`src/rtl/iommu_ctl_regs.sv`:
```
module iommu_ctl_regs #(
  parameter int          AW         = 8,
  parameter logic [10:0] HW_VERSION = 11'h183,
  parameter logic [31:0] CFG_WMASK  = 32'h0150_FFFF
) (
  input  logic          clk,
  input  logic          rst_n,
  input  logic          bus_req,
  input  logic          bus_we,
  input  logic [AW-1:0] bus_addr,
  input  logic [31:0]   bus_wdata,
  output logic [31:0]   bus_rdata,
  input  logic          flt_valid,
  input  logic [2:0]    flt_kind,
  input  logic [31:0]   flt_addr,
  input  logic          path_idle,
  output logic          xlate_en,
  output logic          halted,
  output logic          irq,
  output logic          inv_all,
  output logic          inv_one,
  output logic [19:0]   inv_vpn,
  output logic [31:0]   cfg_q,
  output logic [31:0]   ptbase
);
  localparam logic [AW-1:0] A_CTRL  = AW'('h00);
  localparam logic [AW-1:0] A_CFG   = AW'('h04);
  localparam logic [AW-1:0] A_STAT  = AW'('h08);
  localparam logic [AW-1:0] A_FLALL = AW'('h0C);
  localparam logic [AW-1:0] A_FLONE = AW'('h10);
  localparam logic [AW-1:0] A_PTB   = AW'('h14);
  localparam logic [AW-1:0] A_IST   = AW'('h18);
  localparam logic [AW-1:0] A_ICLR  = AW'('h1C);
  localparam logic [AW-1:0] A_FPAGE = AW'('h24);
  localparam logic [AW-1:0] A_FWR   = AW'('h28);
  localparam logic [AW-1:0] A_FRD   = AW'('h2C);
  localparam logic [AW-1:0] A_FBUS  = AW'('h30);
  localparam logic [AW-1:0] A_VER   = AW'('h34);

  typedef enum logic [1:0] {M_OFF, M_RUN, M_REQ, M_HALT} mode_t;

  mode_t       mode;
  logic [7:0]  ist;
  logic [31:0] fa_page, fa_wr, fa_rd, fa_bus;

  wire wr       = bus_req & bus_we;
  wire flt_take = flt_valid & (mode != M_OFF);
  wire [7:0] set_m = flt_take ? (8'b1 << flt_kind) : 8'b0;
  wire [7:0] clr_m = (wr && bus_addr == A_ICLR) ? bus_wdata[7:0] : 8'b0;

  assign xlate_en = (mode == M_RUN);
  assign halted   = (mode == M_HALT);
  assign irq      = |ist;

  always_ff @(posedge clk or negedge rst_n) begin
    if (!rst_n) begin
      mode <= M_OFF;
    end else if (flt_take) begin
      mode <= M_HALT;
    end else if (wr && bus_addr == A_CTRL) begin
      case (bus_wdata)
        32'h5:   mode <= M_RUN;
        32'h7:   if (mode != M_HALT) mode <= M_REQ;
        32'h0:   mode <= M_OFF;
        default: mode <= mode;
      endcase
    end else if (mode == M_REQ && path_idle) begin
      mode <= M_HALT;
    end
  end

  always_ff @(posedge clk or negedge rst_n) begin
    if (!rst_n) begin
      ist     <= '0;
      fa_page <= '0;
      fa_wr   <= '0;
      fa_rd   <= '0;
      fa_bus  <= '0;
    end else begin
      ist <= (ist & ~clr_m) | set_m;
      if (flt_take) begin
        case (flt_kind)
          3'd0:                fa_page <= flt_addr;
          3'd3:                fa_bus  <= flt_addr;
          3'd1, 3'd4, 3'd5:    fa_rd   <= flt_addr;
          default:             fa_wr   <= flt_addr;
        endcase
      end
    end
  end

  always_ff @(posedge clk or negedge rst_n) begin
    if (!rst_n) begin
      cfg_q   <= '0;
      ptbase  <= '0;
      inv_all <= 1'b0;
      inv_one <= 1'b0;
      inv_vpn <= '0;
    end else begin
      inv_all <= wr && bus_addr == A_FLALL;
      inv_one <= wr && bus_addr == A_FLONE && bus_wdata[0];
      if (wr && bus_addr == A_FLONE && bus_wdata[0]) inv_vpn <= bus_wdata[31:12];
      if (wr && bus_addr == A_CFG) cfg_q  <= bus_wdata & CFG_WMASK;
      if (wr && bus_addr == A_PTB) ptbase <= bus_wdata;
    end
  end

  always_comb begin
    bus_rdata = '0;
    case (bus_addr)
      A_CTRL:  bus_rdata = (mode == M_OFF) ? 32'h0 : (mode == M_RUN) ? 32'h5 : 32'h7;
      A_CFG:   bus_rdata = cfg_q;
      A_STAT:  bus_rdata = {31'b0, halted};
      A_PTB:   bus_rdata = ptbase;
      A_IST:   bus_rdata = {24'b0, ist};
      A_FPAGE: bus_rdata = fa_page;
      A_FWR:   bus_rdata = fa_wr;
      A_FRD:   bus_rdata = fa_rd;
      A_FBUS:  bus_rdata = fa_bus;
      A_VER:   bus_rdata = {HW_VERSION, 21'b0};
      default: bus_rdata = '0;
    endcase
  end

  // an accepted fault holds the unit at the next edge
  a_r4_fault_halts: assert property (@(posedge clk) disable iff (!rst_n)
    (flt_valid && mode != M_OFF) |=> halted);

  // the held state is entered only through a fault or a drained block request
  a_r3_halt_cause: assert property (@(posedge clk) disable iff (!rst_n)
    $rose(halted) |-> ($past(flt_valid) || $past(path_idle)));

  // the interrupt line rises only after a fault strobe
  a_r7_irq_source: assert property (@(posedge clk) disable iff (!rst_n)
    $rose(irq) |-> $past(flt_valid));

  // the enable code without a fault releases the unit
  a_r8_enable_releases: assert property (@(posedge clk) disable iff (!rst_n)
    (wr && bus_addr == A_CTRL && bus_wdata == 32'h5 && !flt_valid) |=> (xlate_en && !halted));

  // invalidate-all pulses only after a flush-all write
  a_r11_flush_cause: assert property (@(posedge clk) disable iff (!rst_n)
    $rose(inv_all) |-> $past(bus_req && bus_we && bus_addr == A_FLALL));
endmodule

```
`config.mk`:
```
export PLATFORM = sky130hd
export DESIGN_NAME = iommu_ctl_regs
export DESIGN_NICKNAME = d
export VERILOG_FILES = /design/src/rtl/iommu_ctl_regs.sv
export SDC_FILE = /design/constraint.sdc
export NUM_CORES = 1
export LEC_CHECK = 0
export ABC_AREA = 1
export BUFFER_PORTS_ARGS = -buffer_cell sky130_fd_sc_hd__buf_4
export CAP_MARGIN = 20
export CORE_UTILIZATION = 50
export DETAILED_ROUTE_END_ITERATION = 7
export GPL_TIMING_DRIVEN = 1
export PLACE_DENSITY = 0.74
export SYNTH_ARGS = -nofsm -noshare
export SYNTH_HDL_FRONTEND = slang
export SYNTH_SLANG_ARGS = --single-unit
```
`constraint.sdc`:
```
create_clock -name clk -period 3.16 [get_ports clk]
set_input_delay 0.632 -clock clk [delete_from_list [all_inputs] [get_ports clk]]
set_output_delay 0.632 -clock clk [all_outputs]
set_load 0.03 [all_outputs]
```
==> key figures, run 1 <==
Routing
  • Via count: 8512
  • Post-DR wirelength/cell: 16.9 um
  • Drt pass-1 iters: 7
  • Routed wire length: 27.1 mm
  • Routed vias/inst: 5.31
  • Starting DRT DRC Count: 627
  • Final ANT Viol Nets: 0
  • Drt drc: 0

Global route
  • First-pass GRT wire length: 43.7 mm
  • Initial antenna violation count: 0
  • GRT Residual Overflow: 0
  • Largest net degree at the start of global routing: 88
  • Tot GR Track Use: 28.4%
  • Number of global-route vias before repair: 8300

Clocking
  • CTS clk-pin slew, worst paths: 0.06 ns
  • Clock tree from TritonCTS: yes
  • Clk root buf: clkbuf_16
  • Worst-Skew Late Latency: 0.49 ns
  • CTS Buffer Depth: 3
  • PostCTS Resize Cnt: 0
  • CTS Hold Bufs: 0
  • Clk sink count: 211
  • Number of setup buffers added after CTS: 0
  • H-tree depth: 1
  • TritonCTS Buffers: 23

Synthesis
  • Synth Cell Area: 9630 um^2
  • Syn. warnings: 0
  • Synthesized instance count: 1174
  • EDFF count, synth: 0
  • Ys async rst share: 100%
  • Synth area leader: dfrtp_1
  • Commonest register cell after synthesis: dfrtp_1
  • Synth top area share: 54.9%
  • Unique masters post-synth: 30
  • Avg Cell Area, Syn: 8.20 um^2
  • Synth Register Bits: 211
  • Synth area leaders: dfrtp_1 55%, nand2_1 17%, o21ai_0 8.8%
  • Most frequent cells after synthesis: 428 x nand2_1, 211 x dfrtp_1, 170 x o21ai_0
  • Top-count cell post-synth: nand2_1
  • Sequential fraction of the synthesis area: 54.9%

Worst setup path
  • Critical Path Start Type: input port
  • Reg2reg path depth: 5
  • CP startpoint: bus_addr[0]
  • R2R Setup Slk: 1.29 ns
  • Reg2Reg Launch Point: mode[1]$_DFFE_PN0P_
  • Critical Path Sink: bus_rdata[21]
  • Required time worst endpoint: 2.53 ns
  • CP Max Fanout: 13
  • Crit path DAT: 2.31 ns
  • Crit path kind: in -> out
  • FF-to-FF End: fa_rd[27]$_DFFE_PN0P_
  • Critical Path Sink Type: output port

Cells and area
  • NumNets Final: 1433
  • Area added between synthesis and finish: 24.4%
  • Ratio of cells with drive above 1 in the final layout: 20.6%
  • Antenna diodes: 0

STA
  • Max frequency: 0.340 GHz
  • Max-slew violation count: 0
  • Worst setup margin: 0.215 ns
  • TNS Setup: 0 ns
  • RSZ-0062 raised after global routing: no
  • # setup viols final: 0
  • Final Hold Viols: 0
  • Setup Skew: 0.00844 ns
  • Worst-Margin Slew: 0.964 ns
  • Min Tclk post-route: 2.94 ns
  • Slew headroom: 35.4%
  • Final Cycle Share: 93.2%

Outcome
  • Status: completed

Floorplanning
  • DIE AREA: 19800 um^2
  • Row count: 50
  • Die W: 141 um
  • Die Height: 141 um
  • I/O pin count: 202
  • Core footprint: 18800 um^2
  • Starting density of the core: 51.3%

Pwr
  • Leak pwr: 0.00619 uW
  • Maximum vdd drop: 0.428 mV
  • Cell area power density: 583 nW/um^2
  • Pwr Total: 6980 uW

Placement
  • GP Congestion: 0.911
  • Worst slack, placed: 0.263 ns
  • # port buffers: 188
  • Detailed Place HPWL: 19.0 mm

Run
  • Maxcap violations: 0

Worst hold path
  • Hold/Removal Path Class: in -> async
[power breakdown]
part           leakage (uW)  switching [uW]  internal (uW)
clock              0.000370            1060           1560
combinational       0.00310             548            343
sequential          0.00272             286           3190
total               0.00619            1890           5090
[worst min-delay path by stage]
stage | cells after the start | start | end | slack (ns)
floorplan | 0 | rst_n | cfg_q[0]$_DFFE_PN0P_ | 0.34
global placement | 2 | fa_bus[22]$_DFFE_PN0P_ | fa_bus[22]$_DFFE_PN0P_ | 0.46
detailed placement | 2 | fa_bus[22]$_DFFE_PN0P_ | fa_bus[22]$_DFFE_PN0P_ | 0.47
CTS | 1 | rst_n | ptbase[1]$_DFFE_PN0P_ | 0.23
global route | 1 | rst_n | ptbase[1]$_DFFE_PN0P_ | 0.25
finish | 1 | rst_n | ptbase[1]$_DFFE_PN0P_ | 0.19
[per-stage QoR]
step,util [%],area (um^2),cells,hold slack (ns)
after floorplan,-,9670,1186,0.336
after global placement,59.9,11200,1561,0.463
after detailed placement,59.9,11200,1561,0.473
final,63.8,12000,1602,0.194
after CTS,63.8,12000,1602,0.229
after global routing,63.8,12000,1602,0.250
[registers in the layout, summed over array words and instances (netlist names)]
name,count
cfg_q,19
fa_bus,32
fa_page,32
fa_rd,32
fa_wr,32
inv_all,1
inv_one,1
inv_vpn,20
ist,8
mode,2
ptbase,32
[cell usage in the layout, fill, tap and decap left out]
cell | synthesis | final
nand2_1 | 428 | 426
dfrtp_1 | 211 | 211
buf_4 | 17 | 203
o21ai_0 | 170 | 170
inv_1 | 82 | 82
nand3_1 | 40 | 40
nor2_1 | 40 | 40
o21ai_1 | 38 | 38
a21oi_1 | 31 | 31
clkbuf_16 | 0 | 23
nand4_1 | 18 | 18
conb_1 | 1 | 13
inv_2 | 11 | 11
o21ai_2 | 10 | 10
clkbuf_8 | 0 | 7
buf_12 | 0 | 7
clkinv_2 | 0 | 6
nand2_2 | 3 | 5
clkbuf_1 | 18 | 5
nor3_4 | 4 | 4
nor3_1 | 3 | 3
nor4_1 | 3 | 3
nor3_2 | 2 | 2
nand3b_1 | 2 | 2
a21boi_0 | 1 | 1
o211ai_1 | 1 | 1
nor4_4 | 1 | 1
o31ai_1 | 1 | 1
o211ai_4 | 0 | 1
nand3_2 | 1 | 1
and3_1 | 1 | 1
bufinv_16 | 0 | 1
[layer usage]
| metal | part of all wire (%) | vias up | GRT usage, % |
|---|---|---|---|
| met5 | 0 | - | 0 |
| met4 | 3.2 | 0 | 9.55 |
| met3 | 7.3 | 54 | 5.13 |
| met2 | 49 | 350 | 48.9 |
| met1 | 41 | 4007 | 36.2 |
| li1 | - | 4101 | - |
[critical path, cell delays in order]
cell	delay, ns
buf_4	0.11
inv_1	0.06
nand2_2	0.12
nor3_2	0.28
nand2_1	0.18
inv_2	0.30
buf_4	0.25
nand2_1	0.06
nand4_1	0.13
buf_4	0.19
[layout make-up]
class | instances | area (um^2)
repair buffers | 211 | 1680
well taps | 234 | 293
clock inverters | 7 | 60.1
multi-input cells | 812 | 3640
clock buffers | 34 | 677
flip-flops and latches | 211 | 5280
inverters | 93 | 349
fillers | 1654 | 6790
[cells by family after synthesis]
logic type,after synthesis,synth area share [%]
flops,211,54.9
simple gates,546,23.5
buf+inv,163,7.93
compound gates,253,13.7
other cells,1,0.0390
Power figures use the tool's default switching activity.
==> run 2: changes to the inputs <==
--- a/config.mk
+++ b/config.mk
@@ -11,7 +11,7 @@
 export CORE_UTILIZATION = 50
 export DETAILED_ROUTE_END_ITERATION = 7
 export GPL_TIMING_DRIVEN = 1
-export PLACE_DENSITY = 0.74
+export PLACE_DENSITY = 0.73
 export SYNTH_ARGS = -nofsm -noshare
 export SYNTH_HDL_FRONTEND = slang
 export SYNTH_SLANG_ARGS = --single-unit
==> run 2 against run 1 <==
Against the previous run: sequential cell count unchanged; critical endpoint is now bus_rdata[12]; clock power decreased by 4%; critical path type unchanged; critical path depth unchanged; worst hold slack got worse by 0.070 ns.
==> key figures, run 2 (synthesis gave the netlist of run 1 again) <==
STA
  • Max-slew violation count: 0 (unchanged)
  • Max frequency: 0.345 GHz (+1.7%)
  • RSZ-0062 raised after global routing: no
  • TNS Setup: 0 ns (unchanged)
  • Final Hold Viols: 0 (unchanged)
  • Setup Skew: 0.0114 ns (+0.00297 ns)
  • # setup viols final: 0 (unchanged)
  • Worst-Margin Slew: 0.775 ns (-0.189 ns)
  • Final Cycle Share: 91.6% (-1.6 points)
  • Min Tclk post-route: 2.89 ns (-0.0500 ns)
  • Slew headroom: 48.1% (+13 points)

Clocking
  • Clock tree from TritonCTS: yes
  • Number of setup buffers added after CTS: 0 (unchanged)
  • H-tree depth: 1 (unchanged)
  • PostCTS Resize Cnt: 0 (unchanged)
  • Worst-Skew Late Latency: 0.50 ns (about the same)
  • TritonCTS Buffers: 23 (unchanged)
  • CTS clk-pin slew, worst paths: 0.06 ns (about the same)
  • Clk sink count: 211 (unchanged)
  • Clk root buf: clkbuf_16
  • CTS Buffer Depth: 3 (unchanged)
  • CTS Hold Bufs: 0 (unchanged)

Floorplanning
  • Die W: 141 um (unchanged)
  • I/O pin count: 202 (unchanged)
  • DIE AREA: 19800 um^2 (unchanged)
  • Core footprint: 18800 um^2 (unchanged)
  • Starting density of the core: 51.3% (unchanged)
  • Row count: 50 (unchanged)
  • Die Height: 141 um (unchanged)

Pwr
  • Clock power share: 36.5% (-1.0 points)
  • Sw Ratio: 27.3% (+0.19 points)
  • Leak pwr: 0.00616 uW (-0.37%)
  • Cell area power density: 574 nW/um^2 (-1.5%)
  • Comb pwr share: 12.9% (about the same)
  • Psw: 1870 uW (-1.0%)
  • Int Power: 4990 uW (-2.0%)
  • Flop pwr share: 50.6% (+0.8 points)
  • Maximum vdd drop: 0.430 mV (+0.29%)

Worst hold path
  • Hold/Removal Path Class: in -> async

Cells and area
  • Ratio of cells with drive above 1 in the final layout: 20.6% (-0.030 points)
  • NumNets Final: 1435 (+0.14%)
  • Antenna diodes: 0 (unchanged)
  • Final Util: 63.7% (-0.15 points)
  • Area added between synthesis and finish: 24.1%
  • Cell Count, Final, Fillers Out: 1604 (+0.12%)
  • Multi-input gate area: 3640 um^2 (unchanged)
  • Most common cell after layout, fill and taps aside: nand2_1
  • Most frequent cells in the layout: 426 x nand2_1, 211 x dfrtp_1, 206 x buf_4, 170 x o21ai_0, 82 x inv_1
  • Register area: 5280 um^2 (unchanged)
  • Fill count: 1685 (+1.9%)

Routing
  • Drt pass-1 iters: 5 (-2)
  • Final ANT Viol Nets: 0 (unchanged)
  • Routed vias/inst: 5.29 (-0.50%)
  • Routed wire length: 26.8 mm (-1.1%)
  • Drt drc: 0 (unchanged)
  • Post-DR wirelength/cell: 16.7 um (-1.3%)
  • Via count: 8480 (-0.38%)
  • Starting DRT DRC Count: 486 (-22%)

Worst setup path
  • Critical Path Sink Type: output port
  • Crit path top cell by count: buf_4
  • Required time worst endpoint: 2.53 ns (about the same)
  • Crit path largest cell delay: 0.36 ns (+0.06 ns)
  • CP max stage cell: inv_2
  • CP Max Fanout: 17 (+4)
  • Worst-path cell chain: buf_4 > inv_1 > nand2_2 > nor3_1 > nand2_1 > inv_2 > buf_4 > nand2_1 > nand4_1 > buf_4
  • Crit path kind: in -> out
  • Worst path bufs/invs: 5 (unchanged)
  • CP top delay family: buffers and inverters
  • Critical Path Start Type: input port
  • Crit path DAT: 2.26 ns (-0.05 ns)

Run
  • Maxcap violations: 0 (unchanged)

Placement
  • Detailed Place HPWL: 19.2 mm (+1.1%)
  • GP Congestion: 0.948 (+4.0%)
  • # port buffers: 188 (unchanged)
  • Cells after DPL: 1563 (+0.13%)

Global route
  • Tot GR Track Use: 27.5% (-0.87 points)
  • Largest net degree at the start of global routing: 78 (-11%)
  • Number of global-route vias before repair: 8169 (-1.6%)
  • First-pass GRT wire length: 42.5 mm (-2.8%)
  • Initial antenna violation count: 0 (unchanged)
  • GRT Residual Overflow: 0 (unchanged)

Outcome
  • Status: completed
## run 2: cell types whose count changed in the layout (fill, tap and decap cells not counted), sizes merged
cell | previous run | this run
bufinv | 1 | 0
clkinvlp | 0 | 2
clkbuf | 35 | 36
clkinv | 6 | 4
buf | 210 | 212
## run 2: final cells by class
cell class                 count  area share, %
clock buffer                  35           5.61
clock inverter                 6          0.293
inverter                      93           2.92
multi-input combinational    812           30.5
sequential                   211           44.2
tap                          234           2.45
timing repair buffer         213           14.1
## run 2: layer usage
layer	routed length, um	global-route usage [%]	vias up
li1	-	-	4111
met1	10700	33.9	3983
met2	13100	47.6	329
met3	1990	5.50	57
met4	978	10.8	0
met5	0	0	-
## run 2: power groups by stage
stage / Combinational [uW] / Clock [uW] / Sequential (uW)
floorplan: 532 / 0 / 3480
global placement: 857 / 0 / 3490
detailed placement: 890 / 0 / 3510
CTS: 894 / 2560 / 3470
global route: 1020 / 2670 / 3530
finish: 883 / 2510 / 3470
## run 2: path summary, 6_finish.rpt
path	from	endpoint	slack, ns	cells past startpoint
setup / recovery	bus_addr[6]	bus_rdata[12]	0.27	10
hold / removal	rst_n	cfg_q[5]$_DFFE_PN0P_	0.12	1
setup reg to reg	mode[1]$_DFFE_PN0P_	fa_wr[21]$_DFFE_PN0P_	1.36	5
hold reg to reg	fa_bus[22]$_DFFE_PN0P_	fa_bus[22]$_DFFE_PN0P_	0.48	2
max in group asynchronous	rst_n	fa_rd[16]$_DFFE_PN0P_	2.13	2
min in group clk	flt_kind[1]	ist[4]$_DFF_PN0_	0.35	2
## run 2: stage by stage
| stage | worst slack (ns) | instance area, um^2 | power [uW] | hold slack [ns] |
|---|---|---|---|---|
| after floorplan | 0.699 | 9670 | 4010 | 0.336 |
| after global placement | 0.349 | 11200 | 4350 | 0.463 |
| after detailed placement | 0.303 | 11200 | 4400 | 0.470 |
| after CTS | 0.300 | 11900 | 6920 | 0.175 |
| after global routing | 0.173 | 11900 | 7220 | 0.176 |
| final | 0.265 | 11900 | 6860 | 0.124 |
